==> config.mk <==
export PLATFORM = sky130hd
export DESIGN_NAME = tmg_loop_pdm
export DESIGN_NICKNAME = d
export VERILOG_FILES = /design/src/rtl/tmg_pkg.sv /design/src/rtl/tmg_regs.sv /design/src/rtl/tmg_pi_filter.sv /design/src/rtl/tmg_pdm.sv /design/src/rtl/tmg_loop_pdm.sv
export SDC_FILE = /design/constraint.sdc
export NUM_CORES = 1
export LEC_CHECK = 0
export ABC_AREA = 1
export BUFFER_PORTS_ARGS = -buffer_cell sky130_fd_sc_hd__buf_2
export CAP_MARGIN = 25
export CELL_PAD_IN_SITES_DETAIL_PLACEMENT = 1
export CELL_PAD_IN_SITES_GLOBAL_PLACEMENT = 2
export CORE_MARGIN = 10
export CORE_UTILIZATION = 29
export DETAILED_ROUTE_END_ITERATION = 16
export GPL_ROUTABILITY_DRIVEN = 1
export PLACE_DENSITY_LB_ADDON = 0.1
export SYNTH_ARGS = -nofsm -noshare
export SYNTH_HDL_FRONTEND = slang
export SYNTH_SLANG_ARGS = --single-unit
==> constraint.sdc <==
create_clock -name clk -period 4.36 [get_ports clk]
set_input_delay 0.872 -clock clk [delete_from_list [all_inputs] [get_ports clk]]
set_output_delay 0.872 -clock clk [all_outputs]
set_load 0.02 [all_outputs]
==> src/rtl/tmg_pkg.sv <==
// Shared definitions for the timing loop filter: the time-constant
// register layout and the legal coefficient ranges.
package tmg_pkg;
    typedef struct packed {
        logic       pol;     // invert modulator output
        logic [2:0] pshift;  // proportional shift field
        logic [3:0] ishift;  // integral shift field
    } tc_reg_t;

    localparam int TC_BITS    = $bits(tc_reg_t);
    localparam int PSHIFT_MIN = 1;
    localparam int PSHIFT_MAX = 6;
    localparam int ISHIFT_MAX = 9;
endpackage

==> src/rtl/tmg_regs.sv <==
// Register file for the timing loop.
// Holds the time-constant register and serves reads of it and of the
// integrator-based frequency register. Clamps the coefficient fields to
// their legal ranges for the datapath. Assumes DATA_W >= TC_BITS.
module tmg_regs
    import tmg_pkg::*;
#(
    parameter int              DATA_W  = 12,
    parameter int              ADDR_W  = 8,
    parameter logic [ADDR_W-1:0] TC_ADDR = 8'h0C,
    parameter logic [ADDR_W-1:0] FQ_ADDR = 8'h0D,
    parameter logic [TC_BITS-1:0] TC_RST = 8'h45
) (
    input  logic                     clk,
    input  logic                     rst_n,
    input  logic                     wr_en,
    input  logic [ADDR_W-1:0]        addr,
    input  logic [TC_BITS-1:0]       wdata,
    input  logic signed [DATA_W-1:0] integ,
    output logic [TC_BITS-1:0]       rdata,
    output logic                     pol,
    output logic [2:0]               pshift,
    output logic [3:0]               ishift
);
    tc_reg_t tc_q;

    // Time-constant register storage, written only at its own address.
    always_ff @(posedge clk) begin
        if (!rst_n)
            tc_q <= tc_reg_t'(TC_RST);
        else if (wr_en && addr == TC_ADDR)
            tc_q <= tc_reg_t'(wdata);
    end

    // Clamp coefficient fields to the supported ranges.
    always_comb begin
        pol = tc_q.pol;
        if (tc_q.pshift < 3'(PSHIFT_MIN))
            pshift = 3'(PSHIFT_MIN);
        else if (tc_q.pshift > 3'(PSHIFT_MAX))
            pshift = 3'(PSHIFT_MAX);
        else
            pshift = tc_q.pshift;
        ishift = (tc_q.ishift > 4'(ISHIFT_MAX)) ? 4'(ISHIFT_MAX) : tc_q.ishift;
    end

    // Read multiplexer; unmapped addresses return zero.
    always_comb begin
        if (addr == TC_ADDR)
            rdata = tc_q;
        else if (addr == FQ_ADDR)
            rdata = integ[DATA_W-1 -: TC_BITS];
        else
            rdata = '0;
    end


    tc_keep_chk: assert property (@(posedge clk) disable iff (!rst_n)
        !(wr_en && addr == TC_ADDR) |=> $stable(tc_q));
endmodule

==> src/rtl/tmg_pi_filter.sv <==
// Proportional-plus-integral loop filter evaluated once per symbol strobe.
// The integrator adds err >>> ishift with saturation. The output is the
// saturated sum of err >>> pshift and the updated integrator.
// Assumes a one-cycle strobe and coefficients that are already clamped.
module tmg_pi_filter #(
    parameter int W = 12
) (
    input  logic                clk,
    input  logic                rst_n,
    input  logic                stb,
    input  logic signed [W-1:0] err,
    input  logic [2:0]          pshift,
    input  logic [3:0]          ishift,
    output logic signed [W-1:0] integ,
    output logic signed [W-1:0] filt
);
    localparam logic signed [W-1:0] SMAX = {1'b0, {(W-1){1'b1}}};
    localparam logic signed [W-1:0] SMIN = {1'b1, {(W-1){1'b0}}};

    logic signed [W-1:0] prop_term, int_step, integ_nx, filt_nx;
    logic        [W:0]   int_sum, out_sum;

    // Saturating add of two W-bit signed values.
    function automatic logic signed [W-1:0] sat_add(logic [W:0] s);
        if (s[W] != s[W-1])
            return s[W] ? SMIN : SMAX;
        else
            return s[W-1:0];
    endfunction

    // Shift terms and saturated integrator and output candidates.
    always_comb begin
        prop_term = err >>> pshift;
        int_step  = err >>> ishift;
        int_sum   = {integ[W-1], integ} + {int_step[W-1], int_step};
        integ_nx  = sat_add(int_sum);
        out_sum   = {prop_term[W-1], prop_term} + {integ_nx[W-1], integ_nx};
        filt_nx   = sat_add(out_sum);
    end

    // Update integrator and held output on each strobe.
    always_ff @(posedge clk) begin
        if (!rst_n) begin
            integ <= '0;
            filt  <= '0;
        end else if (stb) begin
            integ <= integ_nx;
            filt  <= filt_nx;
        end
    end


    rst_clear_chk: assert property (@(posedge clk)
        !rst_n |=> (integ == '0 && filt == '0));

    hold_integ_chk: assert property (@(posedge clk) disable iff (!rst_n)
        !stb |=> ($stable(integ) && $stable(filt)));

    rail_hi_chk: assert property (@(posedge clk) disable iff (!rst_n)
        (stb && integ == SMAX && !err[W-1]) |=> integ == SMAX);

    rail_lo_chk: assert property (@(posedge clk) disable iff (!rst_n)
        (stb && integ == SMIN && err[W-1]) |=> integ == SMIN);
endmodule

==> src/rtl/tmg_pdm.sv <==
// First-order pulse-density modulator.
// On each strobe it adds the offset-binary form of the filter result to an
// accumulator and registers the carry, XORed with the polarity bit.
module tmg_pdm #(
    parameter int W = 12
) (
    input  logic                clk,
    input  logic                rst_n,
    input  logic                stb,
    input  logic signed [W-1:0] filt,
    input  logic                pol,
    output logic                pdm_out
);
    logic [W-1:0] acc_q;
    logic [W-1:0] level;
    logic [W:0]   acc_sum;

    // Offset-binary level and accumulator sum with carry.
    always_comb begin
        level   = {~filt[W-1], filt[W-2:0]};
        acc_sum = {1'b0, acc_q} + {1'b0, level};
    end

    // Advance accumulator and output bit once per symbol.
    always_ff @(posedge clk) begin
        if (!rst_n) begin
            acc_q   <= '0;
            pdm_out <= 1'b0;
        end else if (stb) begin
            acc_q   <= acc_sum[W-1:0];
            pdm_out <= acc_sum[W] ^ pol;
        end
    end


    hold_pdm_chk: assert property (@(posedge clk) disable iff (!rst_n)
        !stb |=> ($stable(pdm_out) && $stable(acc_q)));

    rst_pdm_chk: assert property (@(posedge clk)
        !rst_n |=> (!pdm_out && acc_q == '0));
endmodule

==> src/rtl/tmg_loop_pdm.sv <==
// Timing loop filter with pulse-density output: top level.
// Connects the register file, the PI filter and the modulator. The strobe
// marks one symbol. The filter result of a symbol feeds the modulator at
// the next strobe.
module tmg_loop_pdm
    import tmg_pkg::*;
#(
    parameter int                 DATA_W  = 12,
    parameter int                 ADDR_W  = 8,
    parameter logic [ADDR_W-1:0]  TC_ADDR = 8'h0C,
    parameter logic [ADDR_W-1:0]  FQ_ADDR = 8'h0D,
    parameter logic [TC_BITS-1:0] TC_RST  = 8'h45
) (
    input  logic                     clk,
    input  logic                     rst_n,
    input  logic                     sym_stb,
    input  logic signed [DATA_W-1:0] err_in,
    input  logic                     reg_wr,
    input  logic [ADDR_W-1:0]        reg_addr,
    input  logic [TC_BITS-1:0]       reg_wdata,
    output logic [TC_BITS-1:0]       reg_rdata,
    output logic                     pdm_out
);
    logic                     pol;
    logic [2:0]               pshift;
    logic [3:0]               ishift;
    logic signed [DATA_W-1:0] integ, filt;

    tmg_regs #(
        .DATA_W(DATA_W), .ADDR_W(ADDR_W),
        .TC_ADDR(TC_ADDR), .FQ_ADDR(FQ_ADDR), .TC_RST(TC_RST)
    ) u_regs (
        .clk(clk), .rst_n(rst_n), .wr_en(reg_wr), .addr(reg_addr),
        .wdata(reg_wdata), .integ(integ), .rdata(reg_rdata),
        .pol(pol), .pshift(pshift), .ishift(ishift)
    );

    tmg_pi_filter #(.W(DATA_W)) u_filt (
        .clk(clk), .rst_n(rst_n), .stb(sym_stb), .err(err_in),
        .pshift(pshift), .ishift(ishift), .integ(integ), .filt(filt)
    );

    tmg_pdm #(.W(DATA_W)) u_pdm (
        .clk(clk), .rst_n(rst_n), .stb(sym_stb), .filt(filt),
        .pol(pol), .pdm_out(pdm_out)
    );


    pdm_steady_chk: assert property (@(posedge clk) disable iff (!rst_n)
        $changed(pdm_out) |-> $past(sym_stb));
endmodule

=== Word level (Yosys, flattened, before mapping) ===
Cells that the tools add are included.

* Bits in registers: 45
* Input bits: 32
* Output and inout bits: 9

* Add/sub/neg operators: 3
* $lt $le $gt $ge: 3
* Equality and inequality tests: 4
* Shifts and indexed selects: 2
* Multiplexer cells: 9
* Bitwise logic cells: 2
* Reductions and logical operators: 1

{| class="wikitable"
|+ Operators with widths
! kind !! count
|-
| $mux W12 || 4
|-
| $add A12 B12 Y13 || 3
|-
| $eq A8 B4 Y1 const B || 2
|-
| $mux W8 || 2
|-
| $sshr A12 B3 Y12 || 1
|-
| $sshr A12 B4 Y12 || 1
|-
| $mux W3 || 2
|-
| $gt A4 B4 Y1 const B || 1
|-
| $mux W4 || 1
|-
| $gt A3 B3 Y1 const B || 1
|-
| $lt A3 B1 Y1 const B || 1
|-
| $ne A1 B1 Y1 || 2
|-
| $logic_and A1 B1 Y1 || 1
|-
| $not A1 Y1 || 1
|-
| $xor A1 B1 Y1 || 1
|}

=== Logic depth before layout (Yosys ltp) ===
Gate-level depths: netlist of the first run.

* Depth after elaboration: 9
* Depth in mapped cells: 37

=== Hierarchy ===
A second synthesis of the first run with hierarchy kept.

* Cells, all modules: 817
* Area, all modules: 4,877.2 um^2

{| class="wikitable"
|+ By module, submodules not included
! module !! instances !! cells each !! area each (um^2)
|-
| tmg_pi_filter || 1 || 519 || 3,040.4
|-
| tmg_pdm || 1 || 208 || 1,226.2
|-
| tmg_regs || 1 || 90 || 610.6
|}

=== Worst setup path before layout of the first run ===
OpenSTA, ideal clock, no wires.

* Path kind: input port to flip-flop
* Start point: in err_in[4]
* End point: reg u_filt.filt[10]
* Arrival: 4,313 ps
* Data required time: 4,238 ps
* Slack: -74 ps
* Stages on the path: 32
* Path buffers: 1
* Path through: inv_1 -> nor2_1 -> a21oi_1 -> mux2i_1 -> o22ai_1 -> nor2_1 -> ha_1 -> inv_1 -> fa_1 -> inv_1 -> nand2_1 -> nand2_1 -> nand3_2 -> nand2_2 -> nand2_4 -> nand2_4 -> nand2_4 -> nand4_2 -> buf_2 -> nand2_1 -> ha_1 -> fa_1 -> nand3_1 -> nand2_1 -> nand3_1 -> nand3_1 -> nand2_1 -> nand2_1 -> nand2_1 -> nand2_1 -> inv_1 -> a21oi_1

* Cells in the longest elaborated chain, start to end: 7

{| class="wikitable"
|+ Ends and longest elaborated chain
! what !! RTL line !! source
|-
| start: declaration || tmg_loop_pdm.sv:17 || <nowiki>input logic signed [DATA_W-1:0] err_in,</nowiki>
|-
| $sshr A12 B4 Y12 (*) || tmg_pi_filter.sv:34 || <nowiki>int_step = err >>> ishift;</nowiki>
|-
| $add A12 B12 Y13 (*) || tmg_pi_filter.sv:35 || <nowiki>int_sum = {integ[W-1], integ} + {int_step[W-1], int_step};</nowiki>
|-
| $mux W12 / $ne A1 B1 Y1 (equally long branches) || tmg_pi_filter.sv:26, tmg_pi_filter.sv:25 ||
|-
| $mux W12 (*) || tmg_pi_filter.sv:25 || <nowiki>if (s[W] != s[W-1])</nowiki>
|-
| named net u_filt.integ_nx[0] || tmg_pi_filter.sv:20 || <nowiki>logic signed [W-1:0] prop_term, int_step, integ_nx, filt_nx;</nowiki>
|-
| $add A12 B12 Y13 (*) || tmg_pi_filter.sv:37 || <nowiki>out_sum = {prop_term[W-1], prop_term} + {integ_nx[W-1], integ_nx};</nowiki>
|-
| $mux W12 / $ne A1 B1 Y1 (equally long branches) || tmg_pi_filter.sv:26, tmg_pi_filter.sv:25 ||
|-
| $mux W12 (*) || tmg_pi_filter.sv:25 ||
|-
| end signal: assignment || tmg_pi_filter.sv:48 || <nowiki>filt <= filt_nx;</nowiki>
|-
| end: declaration || tmg_pi_filter.sv:15 || <nowiki>output logic signed [W-1:0] filt</nowiki>
|}

The timed path passes the listed nets; every way through them passes the cells marked *.
A chain may end at the register's enable or synchronous reset.

=== Final worst setup path of the first run ===
* Start point: reg u_regs.tc_q[1] in the netlist's numbering
* End point: reg u_filt.filt[10]

* Cells in the longest elaborated chain, start to end: 9

{| class="wikitable"
|+ Ends and longest elaborated chain
! what !! RTL line !! source
|-
| start: declaration || tmg_regs.sv:25 || <nowiki>tc_reg_t tc_q;</nowiki>
|-
| start signal: assignment || tmg_regs.sv:30 || <nowiki>tc_q <= tc_reg_t'(TC_RST);</nowiki>
|-
| start signal: assignment || tmg_regs.sv:32 || <nowiki>tc_q <= tc_reg_t'(wdata);</nowiki>
|-
| $gt A4 B4 Y1 || tmg_regs.sv:44 || <nowiki>ishift = (tc_q.ishift > 4'(ISHIFT_MAX)) ? 4'(ISHIFT_MAX) : tc_q.ishift;</nowiki>
|-
| $mux W4 (*) || tmg_regs.sv:44 ||
|-
| $sshr A12 B4 Y12 (*) || tmg_pi_filter.sv:34 ||
|-
| $add A12 B12 Y13 (*) || tmg_pi_filter.sv:35 ||
|-
| $mux W12 / $ne A1 B1 Y1 (equally long branches) || tmg_pi_filter.sv:26, tmg_pi_filter.sv:25 ||
|-
| $mux W12 (*) || tmg_pi_filter.sv:25 ||
|-
| named net u_filt.integ_nx[11] || tmg_pi_filter.sv:20 ||
|-
| $add A12 B12 Y13 (*) || tmg_pi_filter.sv:37 ||
|-
| $mux W12 / $ne A1 B1 Y1 (equally long branches) || tmg_pi_filter.sv:26, tmg_pi_filter.sv:25 ||
|-
| $mux W12 (*) || tmg_pi_filter.sv:25 ||
|}

Marked as above.

==> impl_results.md, run 1 <==
* Synth async-reset ratio at 0
* Worst r2r src: u_regs.tc_q[1]
* Wire length on met3 at 429 µm
* Detailed placer's ending HPWL at 13.8 mm
* Actual slew at the worst max-slew pin at 0.933 ns
* Combinational cell fraction of total power at 0.699
* Placer Congestion at around 0.9
* Reg2reg path depth at 33
* Part of the power in registers at 0.173
* # diodes at 0
* 1st-iter DRT viols at approximately 220
* Clock power frac at 0.128
* DRT met1 WL at 8.55 mm
* Worst vdd ir at 0.000205 V
* Ys flop type: dfxtp_1
* Post-DR vias/cell at around 4.9
* CORE AREA at 15100 µm²
* Setup Crit Path Kind: reg -> reg
* Sw Share at 0.467
* Die Wd at roughly 140 µm
* Mapped Cells at 729
* Final period utilization at 1.01
* CP max stage cell: ha_1
* Hold Path Sink: u_pdm.acc_q[0]
* CP endpoint kind: flop
* Top-area cell type share of the netlist area at 0.201
* Most frequent cells in the layout: nand2_1, buf_4, inv_1
* Num CTS Buffers at 5
* Unrepaired setup endpoints after global routing: yes
* Die Y at 144 µm
* Max-cap violations at 0
* Most common cell after layout, fill and taps aside: nand2_1
* Final Hold Viols at 0
* Starting Density at 0.296
* Cell row count at 45
* Peak Freq at 0.228 GHz
* Clock Path Buffers at 2
* CP max FO at 11
* Flops & latches, synth at 45
* Highest Signal Layer: met4
* Most used cell, CP: nand2_2
* Cts hold-fix bufs at 0
* Slew Limit Fails at 0
* Area of the multi-input gates at 3850 µm²
* Worst Path Arrival at approximately 4.6 ns
* Total track usage at 0.170
* Static leakage at 3.40 nW
* Wire per inst at about 17 µm
* Reg clk slew, reported paths at 0.07 ns
* Fin area at 6780 µm²
* Nets at 952
* Internal at 1.67 mW
* Post-Place Setup Slack at -0.654 ns
* Yosys top cell by area: dfxtp_1
* Failing checks: setup timing
* Die ar. at 20800 µm²
* Input/output buffers at 40
* Root buffer cell: clkbuf_16
* Critical path required time at approximately 4.6 ns
* DR WL met2 at 8.88 mm
* Global-route wire length before repair at between 20 and 30 mm
* Largest net degree at the start of global routing at 42
* HP Class: reg -> reg
* Vias at about 5300
* Startpoint type of the worst setup path: flop
* Final ANT Viol Nets at 0
* Synthesized area at 4480 µm²
* R2R setup slack at -0.03 ns
* Initial antenna violation count at 0
* Yosys cell types at 42
* CTS tree: done
* Run status: finished with violations
* Sequential-to-total area share from yosys stat at 0.201
* Relative slew margins at 0.377
* Net Count, Synth at 800
* Number of global-route vias before repair at 5534
* Fillers at around 1900
* WHS Path Cells at 2
* PD cells at 462 nW/µm²
* Yosys warnings at 0
* DRT Pass-1 Iters at 5
* Avg Synthesized Cell Area at a little over 6 µm²
* Min-delay src: u_pdm.acc_q[0]
* Clk_lat worst skew at 0.30 ns
* EDFF count, synth at 0
* Clock skew at 0.00732 ns
* Remaining DRCs at 0
* DRT Wirelength at between 15 and 20 mm
* P_sw at 1.46 mW
* Clock sink count at 45
* Grt total ovfl at 0
* Synth top area cells: dfxtp_1, nand2_1, ha_1
* Final setup fails at 2
* R2R Path End: u_filt.filt[10]
* H-tree levels at 2
* FF/Latch Area at 905 µm²
* Placed cell area at 5550 µm²
* P&R area growth vs syn at 51.4%
* Setup ws final at -0.0261 ns
* Share of cells above drive strength 1 at 0.373
* Max incr delay on CP at roughly 0.4 ns
* IO Count at 41
* Fin crit period at 4.39 ns
-- what timing repair did --
action                                  4_1_cts  5_1_grt
gates resized for setup                      83      107
setup buffers                                13       13
endpoints found under the setup margin       12       12
hold endpoints to repair                      0        0
pin swaps                                    38       60
gates cloned                                  4        1
-- synthesized netlist by cell type, types with 9 or more instances --
library cell	instances
nand2_1	172
inv_1	107
nor2_1	73
o21ai_0	71
a21oi_1	56
dfxtp_1	45
nand3_1	41
ha_1	36
xor2_1	12
clkbuf_1	11
nand2_2	11
xnor2_1	11
o22ai_1	9
-- worst max-delay path by stage --
stage	start	end	slack [ns]
floorplan	err_in[4]	u_filt.filt[10]	0.03
global placement	err_in[7]	u_filt.filt[0]	-0.50
detailed placement	err_in[7]	u_filt.filt[0]	-0.65
CTS	u_regs.tc_q[2]	u_filt.filt[2]	-0.06
global route	u_regs.tc_q[1]	u_filt.filt[1]	-0.29
finish	u_regs.tc_q[1]	u_filt.filt[10]	-0.03
-- power groups by stage --
stage | Combinational [mW] | Clock, mW | Sequential (mW)
floorplan | 0.973 | 0 | 0.523
global placement | 1.57 | 0 | 0.547
detailed placement | 1.59 | 0 | 0.547
CTS | 1.84 | 0.419 | 0.540
global route | 2.39 | 0.437 | 0.551
finish | 2.19 | 0.401 | 0.542
-- area by class of cell --
cell class / instances / share of cell area
multi-input combinational: 555 / 0.568
timing repair buffer: 164 / 0.180
sequential: 45 / 0.133
inverter: 110 / 0.0616
tap: 188 / 0.0347
clock buffer: 5 / 0.0185
clock inverter: 3 / 0.00369
-- through the flow --
stage | total power [mW] | cells | hold slack [ns] | setup TNS, ns | util
final | 3.14 | 1070 | 0.521 | -0.0368 | 0.448
after global routing | 3.38 | 1070 | 0.539 | -2.97 | 0.448
after CTS | 2.80 | 1057 | 0.524 | -0.239 | 0.410
after detailed placement | 2.14 | 1032 | 0.504 | -7.34 | 0.366
after global placement | 2.11 | 1032 | 0.482 | -5.56 | 0.366
after floorplan | 1.50 | 729 | 0.450 | 0 | -
-- kinds of logic (layout without fill, tap and decap cells) --
kind of cell               after synthesis  after routing  synth area share
adders and majority gates               39             39             0.114
buffers and inverters                  132            282             0.117
DFF                                     45             45             0.201
muxes                                    3              3           0.00671
and+or+nand+nor                        321            324             0.311
AOI/OAI and AO/OA                      166            166             0.205
xor gates and xnor gates                23             23            0.0450
-- state kept, by name, summed over array words and instances, names as in the netlist --
name	flops
u_filt.filt	12
u_filt.integ	12
u_pdm.acc_q	12
u_regs.tc_q	7
u_pdm.pdm_out	1
u_regs.pol	1
-- critical path: cells and delay by family, from the launching register on --
kind / cells / cell delay [ns]
compound gates: 6 / 0.72
simple gates: 19 / 1.62
buf+inv: 5 / 0.65
fa+ha+maj: 3 / 0.94
flops: 1 / 0.33
-- routing by layer --
layer  global-route usage  up-vias
met5                    0        -
met4               0.0372        0
met3               0.0174       14
met2                0.295       59
met1                0.222     2526
li1                     -     2690
Note: power is estimated with default switching activity, not from simulation.
==> run 2: changes to the inputs <==
- PLACE_DENSITY: default -> 0.77
- PLACE_DENSITY_LB_ADDON: 0.1 -> default
==> impl_results.md, run 2 (synthesized netlist as in run 1, its figures left out) <==
* Biggest regs: u_filt.filt: 12 flops, u_filt.integ: 12 flops, u_pdm.acc_q: 12 flops
* DRT Wirelength at 19.5 mm
* Clk_lat worst skew at 0.31 ns
* Global-route wire length before repair at 29.6 mm
* Final core utilization at 0.446
* R2R Path End: u_filt.filt[5]
* Final period utilization at 1.03
* Fin crit period at between 4 and 5 ns
* WHS at 0.499 ns
* IO Count at approximately 40
* Fin area at between 6000 and 7000 µm²
* Max-cap violations at 0
* Failing checks: setup timing
* Nets at 938
* 1st-iter DRT viols at between 100 and 150
* H-tree levels at 2
* Vias at 5473
* Max incr delay on CP at 0.34 ns
* Num CTS Buffers at 5
* Reg clk slew, reported paths at ~0.080 ns
* Share of cells above drive strength 1 at 0.369
* Setup ws final at -0.123 ns
* Setup Crit Path Kind: reg -> reg
* Grt total ovfl at 0
* Most used cell, CP: nand2_4
* Wire per inst at ~18 µm
* Starting Density at 0.296
* Die ar. at 20800 µm²
* CTS tree: done
* Worst Setup EP: u_filt.filt[5]
* # diodes at 0
* Cell row count at 45
* Relative slew margins at 0.293
* R2R setup slack at -0.12 ns
* Actual slew at the worst max-slew pin at 1.06 ns
* Clock Path Buffers at 2
* Cts hold-fix bufs at 0
* Slew Limit Fails at 0
* Clock sink count at 45
* Clock skew at 0.00772 ns
* Placed cell area at 5460 µm²
* Worst setup startpoint: u_regs.tc_q[1]
* DRT Pass-1 Iters at 5
* Worst r2r src: u_regs.tc_q[1]
* Input/output buffers at 40
* Reg2reg path depth at 29
* Root buffer cell: clkbuf_16
* Peak Freq at 0.223 GHz
* Initial antenna violation count at 0
* HP Class: reg -> reg
* CP endpoint kind: flop
* Worst Path Arrival at about 4.7 ns
* Most frequent cells in the layout: nand2_1, inv_1, buf_4
* Post-DR vias/cell at 5.18
* CORE AREA at 15100 µm²
* CP max FO at 5
* Fin Setup TNS at -0.853 ns
* Final setup fails at 11
* Number of global-route vias before repair at 5675
* Total track usage at 0.180
* CP max stage cell: dfxtp_2
* Placer Congestion at 0.908
* Die Wd at 144 µm
* Most common cell after layout, fill and taps aside: nand2_1
* Static leakage at ~3.4 nW
* Startpoint type of the worst setup path: flop
* Unrepaired setup endpoints after global routing: yes
* Run status: finished with violations
* Final Hold Viols at 0
* Detailed placer's ending HPWL at between 10 and 15 mm
* Remaining DRCs at 0
* Largest net degree at the start of global routing at 43
* Fillers at 1885
* PD cells at 487 nW/µm²
* Final ANT Viol Nets at 0
* Critical path required time at 4.61 ns
* P&R area growth vs syn at 51.0%
* Die Y at 144 µm
* Worst vdd ir at 0.000227 V
==> run 2: cell types whose count changed in the layout (fill, tap and decap cells not counted), moves of 4 or more <==
cell,change
buf_4,-19
a21oi_1,-8
buf_6,+4
nand2_4,+8
a21oi_2,+9
nand2_1,-8
==> run 2: how the worst min path moves through the flow <==
stage	startpoint	endpoint	cells after the start
final	u_filt.filt[2]	u_filt.filt[2]	2
after global routing	u_filt.filt[2]	u_filt.filt[2]	2
after CTS	u_filt.filt[2]	u_filt.filt[2]	2
after detailed placement	u_filt.filt[2]	u_filt.filt[2]	2
after global placement	u_pdm.acc_q[0]	u_pdm.acc_q[0]	2
after floorplan	u_filt.filt[2]	u_filt.filt[2]	2
==> run 2: report_power, final <==
| part | switching, mW | internal [mW] |
|---|---|---|
| Clock | 0.216 | 0.222 |
| Sequential | 0.0561 | 0.483 |
| Combinational | 1.32 | 0.998 |
==> run 2: area by class of cell <==
cell class              count  area, µm²  area share
clock buffers               5        125      0.0185
clock inverters             3       28.8     0.00426
inverters                 110        420      0.0622
multi-input cells         555       3920       0.579
flip-flops and latches     45        907       0.134
well taps                 188        235      0.0348
repair buffers            150       1130       0.167
==> run 2: critical path, delay by kind of cell, from the launching register on <==
family                   cells  cell delay (ns)
AND/OR/NAND/NOR             14             1.52
AO/OA/AOI/OAI                7             1.13
buffers and inverters        5             0.71
adder cells (fa/ha/maj)      2             0.51
flip-flops                   1             0.34
XOR/XNOR                     1             0.20
==> run 2: timing repair <==
action	CTS	global route
pin swaps	42	60
gates resized for setup	112	94
setup endpoints to repair	12	12
cloned	5	0
buffers inserted	15	8
==> run 2: layer usage <==
metal  routed length [µm]  share of wire  track usage  vias to the layer above
met5                    0              0            0                        -
met4                  757          0.039       0.0660                        0
met3                  693          0.036       0.0249                       42
met2                 9680           0.50        0.323                      110
met1                 8320           0.43        0.213                     2653
li1                     -              -            -                     2668
==> run 2: per-stage QoR <==
step	worst slack (ns)	power (mW)	cells
floorplan	0.0308	1.50	729
global placement	-0.443	2.08	1020
detailed placement	-0.588	2.13	1020
CTS	-0.000130	2.92	1048
global route	-0.408	3.52	1056
finish	-0.123	3.29	1056
==> run 3: changes to the inputs <==
- TNS_END_PERCENT: default -> 20
==> impl_results.md, run 3 (synthesized netlist as in run 1, its figures left out) <==
* Run status: finished with violations
* Failing checks: setup timing
* Actual slew at the worst max-slew pin at 0.997 ns
* CP endpoint kind: flop
* Final setup fails at 12
* Clock skew at 0.00564 ns
* CORE AREA at 15100 µm²
* Unrepaired setup endpoints after global routing: yes
* # diodes at 0
* Fin crit period at 4.50 ns
* Clock Path Buffers at 2
* Placer Congestion at 0.908
* DRT Wirelength at 19.8 mm
* Grt total ovfl at 0
* Input/output buffers at 40
* Peak Freq at approximately 0.22 GHz
* Final Hold Viols at 0
* Crit path buf inv count at 4
* Total track usage at 0.178
* Die Wd at 144 µm
* Final ANT Viol Nets at 0
* Wire per inst at 18.9 µm
* Met3 Use GR at 0.0246
* Reg clk slew, reported paths at 0.08 ns
* Die ar. at 20800 µm²
* Combinational cell fraction of total power at 0.701
* CP max FO at 5
* Vias at ~5400
* Total power at approximately 3.3 mW
* Root buffer cell: clkbuf_16
* PD cells at 489 nW/µm²
* Fillers at approximately 1900
* Worst Path Arrival at 4.67 ns
* Max incr delay on CP at 0.34 ns
* CTS tree: done
* Num CTS Buffers at 5
* Final period utilization at 1.03
* Nets at 934
* Critical path required time at 4.53 ns
* FF/Latch Area at 907 µm²
* Slew Limit Fails at 0
* Static leakage at roughly 3.3 nW
* Fin Setup TNS at -1.31 ns
* IO Count at 41
* Met2 Use GR at 0.320
* Max-cap violations at 0
* Share of cells above drive strength 1 at 0.360
* CP top delay family: simple AND/OR/NAND/NOR gates
* Grt met1 use at 0.213
* Most common cell after layout, fill and taps aside: nand2_1
* CP max stage cell: dfxtp_2
* Cts hold-fix bufs at 0
* Remaining DRCs at 0
* Setup Crit Path Kind: reg -> reg
* GR peak layer: met2
* Post-placement cell count at a little over 1000
* HP Class: reg -> reg
* Clock power frac at 0.134
* DRT Pass-1 Iters at 4
* Clk_lat worst skew at 0.31 ns
* Cell row count at 45
* Area of the multi-input gates at between 3000 and 4000 µm²
* Post-DR vias/cell at 5.15
* P&R area growth vs syn at 49.6%
* Initial antenna violation count at 0
* Part of the power in registers at 0.164
* Setup ws final at -0.139 ns
* Starting Density at 0.296
* Relative slew margins at 0.335
* H-tree levels at 2
* Sw Share at 0.486
* Most frequent cells in the layout: nand2_1, inv_1, buf_4
* 1st-iter DRT viols at 198
* Biggest regs: u_filt.filt: 12 flops, u_filt.integ: 12 flops, u_pdm.acc_q: 12 flops
* Startpoint type of the worst setup path: flop
* Global-route wire length before repair at 29.3 mm
* Clock sink count at 45
* Post-Layout Cell Count at 1052
* Number of global-route vias before repair at 5626
* WHS at 0.502 ns
* Detailed placer's ending HPWL at 13.8 mm
* P_sw at about 1.6 mW
* Worst vdd ir at 0.000229 V
* Die Y at 144 µm
* Internal at 1.68 mW
* Largest net degree at the start of global routing at 43
==> run 3: final cells by class <==
class	instances	area share
repair buffers	146	0.164
flip-flops and latches	45	0.135
clock buffers	5	0.0187
clock inverters	3	0.00430
well taps	188	0.0351
inverters	110	0.0628
multi-input cells	555	0.579
==> run 3: routing by layer <==
metal	routed length (µm)	share of wire
met1	8610	0.43
met2	10000	0.50
met4	640	0.032
met3	574	0.029
met5	0	0
==> run 3: path summary, 6_finish.rpt <==
| kind | startpoint | end | slack [ns] | cells after the start |
|---|---|---|---|---|
| setup / recovery | u_regs.tc_q[1] | u_filt.filt[0] | -0.14 | 35 |
| hold / removal | u_filt.filt[2] | u_filt.filt[2] | 0.50 | 2 |
| setup reg to reg | u_regs.tc_q[1] | u_filt.filt[0] | -0.14 | 35 |
| hold reg to reg | u_filt.filt[2] | u_filt.filt[2] | 0.50 | 2 |
==> run 3: per-stage QoR <==
step                      cell area (µm²)  utilization  setup WS, ns
after floorplan                      4490            -        0.0308
after global placement               5460        0.360        -0.443
after detailed placement             5460        0.360        -0.588
after CTS                            6250        0.413      -0.00252
after global routing                 6700        0.442        -0.400
final                                6700        0.442        -0.139
==> run 3: worst reg2reg max path, delay by kind of cell (launching register included) <==
kind / cells / cell delay (ns)
flops: 1 / 0.34
buf+inv: 4 / 0.44
mux: 1 / 0.19
simple gates: 22 / 1.98
compound gates: 6 / 0.85
fa+ha+maj: 2 / 0.55
==> run 3: power by group through the flow <==
stage               Clock, mW  Combinational [mW]  Sequential, mW
floorplan                   0               0.973           0.523
global placement            0                1.53           0.544
detailed placement          0                1.58           0.544
CTS                     0.453                1.91           0.538
global route            0.466                2.48           0.547
finish                  0.441                2.30           0.539
==> run 3: timing repair <==
| action | 4_1_cts | 5_1_grt |
|---|---|---|
| cloned | 5 | 0 |
| pin swaps | 41 | 61 |
| endpoints found under the setup margin | 12 | 12 |
| gates resized for setup | 111 | 90 |
| setup buffers | 10 | 9 |
